## src/rtl/sr_guard_pkg.sv

```systemverilog
package sr_guard_pkg;
  localparam int unsigned STAT_W = 8;

  typedef struct packed {
    logic welSet;
    logic welClr;
    logic loadStatus;
  } guardStrobe_t;
endpackage

```

## src/rtl/sr_guard_ctrl.sv

```systemverilog
module sr_guard_ctrl
  import sr_guard_pkg::*;
(
  input  logic         clk,
  input  logic         rstN,
  input  logic         cmdEnable,
  input  logic         cmdDisable,
  input  logic         cmdStatusWr,
  input  logic         cmdArrayWr,
  input  logic         wipBusy,
  input  logic         wpLevel,
  input  logic         welQ,
  input  logic         wpenQ,
  input  logic         protHit,
  output guardStrobe_t strobe,
  output logic         arrayPermit,
  output logic         statusPermit,
  output logic         arrayWrGo,
  output logic         statusWrGo
);
  logic hwLock;
  logic arrayAccept;
  logic statusAccept;

  // Pin lock only bites when the retained pin-enable bit is set
  assign hwLock       = wpenQ & ~wpLevel;
  assign arrayPermit  = ~wipBusy & welQ & ~protHit;
  assign statusPermit = ~wipBusy & welQ & ~hwLock;
  assign arrayAccept  = cmdArrayWr & arrayPermit;
  assign statusAccept = cmdStatusWr & statusPermit;

  always_comb begin
    strobe.welSet     = ~wipBusy & cmdEnable;
    strobe.welClr     = ~wipBusy & (cmdDisable | arrayAccept | statusAccept);
    strobe.loadStatus = statusAccept;
  end

  always_ff @(posedge clk or negedge rstN) begin
    if (!rstN) begin
      arrayWrGo  <= 1'b0;
      statusWrGo <= 1'b0;
    end else begin
      arrayWrGo  <= arrayAccept;
      statusWrGo <= statusAccept;
    end
  end

  p_busy_quiet_r9: assert property (@(posedge clk) disable iff (!rstN)
    wipBusy |=> (!arrayWrGo && !statusWrGo));

  p_go_needs_latch_r3: assert property (@(posedge clk) disable iff (!rstN)
    (arrayWrGo || statusWrGo) |-> $past(welQ));
endmodule

```

## src/rtl/sr_guard_dp.sv

```systemverilog
module sr_guard_dp
  import sr_guard_pkg::*;
#(
  parameter logic       WPEN_INIT = 1'b0,
  parameter logic [1:0] BP_INIT   = 2'b00
) (
  input  logic              clk,
  input  logic              rstN,
  input  guardStrobe_t      strobe,
  input  logic [STAT_W-1:0] statusData,
  input  logic [1:0]        regionSel,
  input  logic              wipBusy,
  output logic              welQ,
  output logic              wpenQ,
  output logic [1:0]        bpQ,
  output logic              protHit,
  output logic [STAT_W-1:0] statusByte
);
  localparam int unsigned REGIONS = 4;

  logic [REGIONS-1:0] regionLocked;

  always_ff @(posedge clk or negedge rstN) begin
    if (!rstN) begin
      welQ  <= 1'b0;
      wpenQ <= WPEN_INIT;
      bpQ   <= BP_INIT;
    end else begin
      if (strobe.welClr)      welQ <= 1'b0;
      else if (strobe.welSet) welQ <= 1'b1;
      if (strobe.loadStatus) begin
        wpenQ <= statusData[7];
        bpQ   <= statusData[3:2];
      end
    end
  end

  // Per-region lock decode from the two-bit lock code
  for (genvar q = 0; q < REGIONS; q++) begin : g_region
    localparam bit UPPER_HALF  = (q >= 2);
    localparam bit TOP_QUARTER = (q == 3);
    assign regionLocked[q] = (bpQ == 2'b11)
                           | ((bpQ == 2'b10) & UPPER_HALF)
                           | ((bpQ == 2'b01) & TOP_QUARTER);
  end

  assign protHit    = regionLocked[regionSel];
  assign statusByte = {wpenQ, 3'b000, bpQ, welQ, wipBusy};

  p_status_hold_r8: assert property (@(posedge clk) disable iff (!rstN)
    !strobe.loadStatus |=> $stable({wpenQ, bpQ}));

  p_clear_wins_r2: assert property (@(posedge clk) disable iff (!rstN)
    strobe.welClr |=> !welQ);
endmodule

```

## src/rtl/sr_guard_top.sv

```systemverilog
module sr_guard_top
  import sr_guard_pkg::*;
#(
  parameter int unsigned ADDR_W    = 11,
  parameter logic        WPEN_INIT = 1'b0,
  parameter logic [1:0]  BP_INIT   = 2'b00
) (
  input  logic              clk,
  input  logic              rstN,
  input  logic              cmdEnable,
  input  logic              cmdDisable,
  input  logic              cmdStatusWr,
  input  logic              cmdArrayWr,
  input  logic [ADDR_W-1:0] arrayAddr,
  input  logic              wpLevel,
  input  logic              wipBusy,
  input  logic [STAT_W-1:0] statusData,
  output logic [STAT_W-1:0] statusByte,
  output logic              arrayPermit,
  output logic              statusPermit,
  output logic              arrayWrGo,
  output logic              statusWrGo
);
  localparam int unsigned SEL_LSB = ADDR_W - 2;

  guardStrobe_t strobe;
  logic         welQ;
  logic         wpenQ;
  logic [1:0]   bpQ;
  logic         protHit;

  sr_guard_ctrl u_ctrl (
    .clk, .rstN, .cmdEnable, .cmdDisable, .cmdStatusWr, .cmdArrayWr,
    .wipBusy, .wpLevel, .welQ, .wpenQ, .protHit, .strobe,
    .arrayPermit, .statusPermit, .arrayWrGo, .statusWrGo
  );

  sr_guard_dp #(.WPEN_INIT(WPEN_INIT), .BP_INIT(BP_INIT)) u_dp (
    .clk, .rstN, .strobe, .statusData,
    .regionSel(arrayAddr[SEL_LSB +: 2]),
    .wipBusy, .welQ, .wpenQ, .bpQ, .protHit, .statusByte
  );

  p_pin_guard_r5: assert property (@(posedge clk) disable iff (!rstN)
    statusWrGo |-> !$past(wpenQ && !wpLevel));

  p_range_guard_r4: assert property (@(posedge clk) disable iff (!rstN)
    arrayWrGo |-> !$past(protHit));

  p_write_drops_latch_r7: assert property (@(posedge clk) disable iff (!rstN)
    (arrayWrGo || statusWrGo) |-> !welQ);

  p_enable_sets_r2: assert property (@(posedge clk) disable iff (!rstN)
    (cmdEnable && !cmdDisable && !wipBusy && !cmdArrayWr && !cmdStatusWr) |=> welQ);
endmodule

```

## config.mk

```make
export PLATFORM = sky130hd
export DESIGN_NAME = sr_guard_top
export DESIGN_NICKNAME = d
export VERILOG_FILES = /design/src/rtl/sr_guard_pkg.sv /design/src/rtl/sr_guard_ctrl.sv /design/src/rtl/sr_guard_dp.sv /design/src/rtl/sr_guard_top.sv
export SDC_FILE = /design/constraint.sdc
export NUM_CORES = 1
export LEC_CHECK = 0
export BUFFER_PORTS_ARGS = -buffer_cell sky130_fd_sc_hd__buf_2
export CAP_MARGIN = 15
export CORE_AREA = 2 2 39 41
export CTS_CLUSTER_DIAMETER = 80
export CTS_CLUSTER_SIZE = 16
export DETAILED_ROUTE_END_ITERATION = 10
export DIE_AREA = 0 0 41 43
export GPL_ROUTABILITY_DRIVEN = 1
export HOLD_SLACK_MARGIN = 0.02
export PLACE_DENSITY = 0.66
export SETUP_SLACK_MARGIN = 0.02
export SLEW_MARGIN = 30
export SYNTH_ARGS = -nofsm -noshare
export SYNTH_HDL_FRONTEND = slang
export SYNTH_SLANG_ARGS = --single-unit
```

## constraint.sdc

```tcl
create_clock -name clk -period 1.7 [get_ports clk]
set_input_delay 0.17 -clock clk [delete_from_list [all_inputs] [get_ports clk]]
set_output_delay 0.17 -clock clk [all_outputs]
set_load 0.02 [all_outputs]
```

==> key figures <==
Run status
  – Status: finished, final reports clean

Power and ir drop
  – Combinational power share: 41.5%
  – Sequential share of power: a little under two fifths
  – Sw Ratio: approximately two fifths
  – Total power: around 0.00063 W
  – P_leak: approximately 0.26 nW
  – Net Sw Power: between 0.0002 and 0.00025 W
  – Clock power frac: a little over a fifth
  – Power Density: 1310 nW/um^2
  – Cell internal pwr: just under 0.0004 W
  – VDD IR max: between 0.0005 and 0.0006 V

Timing
  – RSZ-0062 raised after global routing: no
  – Part of the cycle the worst path needs: approximately 85%
  – Final Worst Setup Slack: 0.262 ns
  – Total Neg Setup Slack: 0 ns
  – FMAX: 695 MHz
  – Setup violations, final: 0
  – Final-report hold violation count: 0
  – Crit path time final: about 1.4 ns
  – Max Slew Vio Count: 0
  – Clock Skews: 0.00503 ns

Route
  – Total wire length: ~680 um
  – Initial drt markers: 1
  – Drt pass-1 iters: 2
  – # DRC: 0
  – Vias: ~280
  – WL/cell: 10.1 um
  – DRT antenna net count: 0
  – Vias per cell: just over 4

Placed design
  – RD Place Congestion: 0.560
  – DP HPWL: about 560 um
  – Post-Place Setup Slack: 0.347 ns
  – I/O Buffers: 21
  – Placed Cells: 63

Setup path
  – Worst EP required: ~1.5 ns
  – Crit end category: output pin
  – Crit path DAT: about 1.3 ns
  – Critical path startpoint category: register
  – CP Max Fanout: 4
  – CP Class: register to output pin

Die
  – Starting Density: 26.7%
  – Die H: 43 um
  – FP Rows: 14
  – Die area: between 1500 and 2000 sq um
  – Top Ports: 39
  – DIE WIDTH: ~41 um
  – Core area: roughly 1400 sq um

Logic synthesis
  – Cells after Synth: 31
  – Synth cell types: 17
  – Seq cells post-synth: 6
  – Post-synthesis sequential area ratio: between 40% and 50%
  – Synth top area share: 40.7%
  – Avg Synthesized Cell Area: between 10 and 15 sq um
  – Yosys warns: 0
  – Synth top area cells: dfrtp_1, buf_4, mux2_4
  – Post-Syn Area: around 370 sq um
  – Synth area leader: dfrtp_1

CTS
  – Num CTS Buffers: 3
  – Gates resized, CTS repair: 0
  – CTS Sinks: 6
  – Reg clk slew, reported paths: ~0.050 ns
  – Clk Latency, worst-skew pair: 0.25 ns
  – CTS root buf: clkbuf_4
  – CTS Buffer Depth: 2
  – CTS tree: done
  – CTS H-tree depth: 1

Worst hold path
  – Worst hold path class: input port to register

Global routing
  – Antenna violations before repair: 0
  – Global-route wire length before repair: about 970 um
  – Vias in the first global route: 230
  – GRT Util Overall: under 10%
  – Gr ovfl total: 0
  – Largest net degree at the start of global routing: 7

Finish
  – # diodes: 0
  – Layout Cells excl Fill: 67
  – Fraction of layout cells with a size suffix above 1: between 50% and 60%
  – Util after Layout: 34.5%
  – Fin nets: 80
  – Most frequent cells in the layout: buf_2, dfrtp_1, mux2_4, conb_1, clkbuf_4
  – Layout area overhead: 29.5%
  – Commonest non-fill, non-tap cell in the layout: buf_2

Run
  – Max-cap check violation count: 0
-- synth_stat cells --
cell type  n
conb_1     1
nor2b_1    1
dfrtp_1    6
o41ai_2    1
a2111oi_4  1
and2_1     1
and2_2     1
inv_1      2
a211oi_1   1
mux2_4     3
nand2b_1   2
a21oi_1    1
nand2_1    1
buf_6      1
buf_4      6
a21o_1     1
and3_1     1
-- worst paths after layout --
kind / slack [ns] / end / start / cells after the start
hold reg to reg: 0.55 / u_dp.wpenQ$_DFFE_PN0P_ / u_dp.wpenQ$_DFFE_PN0P_ / 1
setup / recovery: 0.26 / arrayPermit / u_dp.bpQ[1]$_DFFE_PN0P_ / 3
max in group asynchronous: 1.27 / u_ctrl.arrayWrGo$_DFF_PN0_ / rstN / 2
hold / removal: 0.11 / u_dp.welQ$_DFFE_PN0P_ / cmdDisable / 2
setup reg to reg: 0.35 / u_dp.bpQ[1]$_DFFE_PN0P_ / u_dp.welQ$_DFFE_PN0P_ / 3
min in group asynchronous: 0.28 / u_dp.wpenQ$_DFFE_PN0P_ / rstN / 2
-- cell type report --
cell class,instances,area [sq um]
Tap cell,16,20.0
Inverter,2,7.51
Fill cell,157,906
Clock buffer,3,22.5
Multi-Input combinational cell,18,163
Sequential cell,6,150
Timing Repair Buffer,22,115
-- sequential cells by signal, indices dropped and copies added (netlist names) --
| register | count |
|---|---|
| u_dp.wpenQ | 1 |
| u_ctrl.statusWrGo | 1 |
| u_ctrl.arrayWrGo | 1 |
| u_dp.welQ | 1 |
| u_dp.bpQ | 2 |
-- worst max-delay path, cell delays in order, from the launching register on --
cell      delay [ns]
dfrtp_1         0.41
a21o_1          0.21
a211oi_1        0.22
buf_2           0.19
-- routing by layer --
layer	share of wire [%]	global-route usage (%)	vias up
li1	-	-	134
met1	40	8.47	125
met2	47	12.5	17
met3	12	6.81	2
met4	1.2	8.00	0
met5	0	0	-
-- stage by stage --
step	instance area (sq um)	hold slack, ns
floorplan	377	-0.126
global placement	445	-0.00160
detailed placement	445	-0.00105
global route	478	0.102
CTS	478	0.105
finish	478	0.113
-- what timing repair did --
action | 4_1_cts | 5_1_grt
hold buffers | 1 | 0
hold endpoints to repair | 6 | 0
setup endpoints to repair | 0 | 0
buffers inserted | 0 | 0
-- power groups by stage --
stage	Sequential [W]	Combinational, W	Clock (W)
CTS	0.000234	0.000263	0.000139
floorplan	0.000260	0.000185	0
global placement	0.000233	0.000258	0
detailed placement	0.000235	0.000261	0
finish	0.000234	0.000260	0.000132
global route	0.000237	0.000282	0.000146
-- cell families (layout without fill, tap and decap cells) --
kind of cell	after synthesis	in the layout	share of synthesized area, %
simple gates	7	7	11.5
flops	6	6	40.7
mux	3	3	12.2
other cells	1	3	1.02
buf+inv	9	27	17.3
compound gates	5	5	17.3
Power figures use the tool's default switching activity.
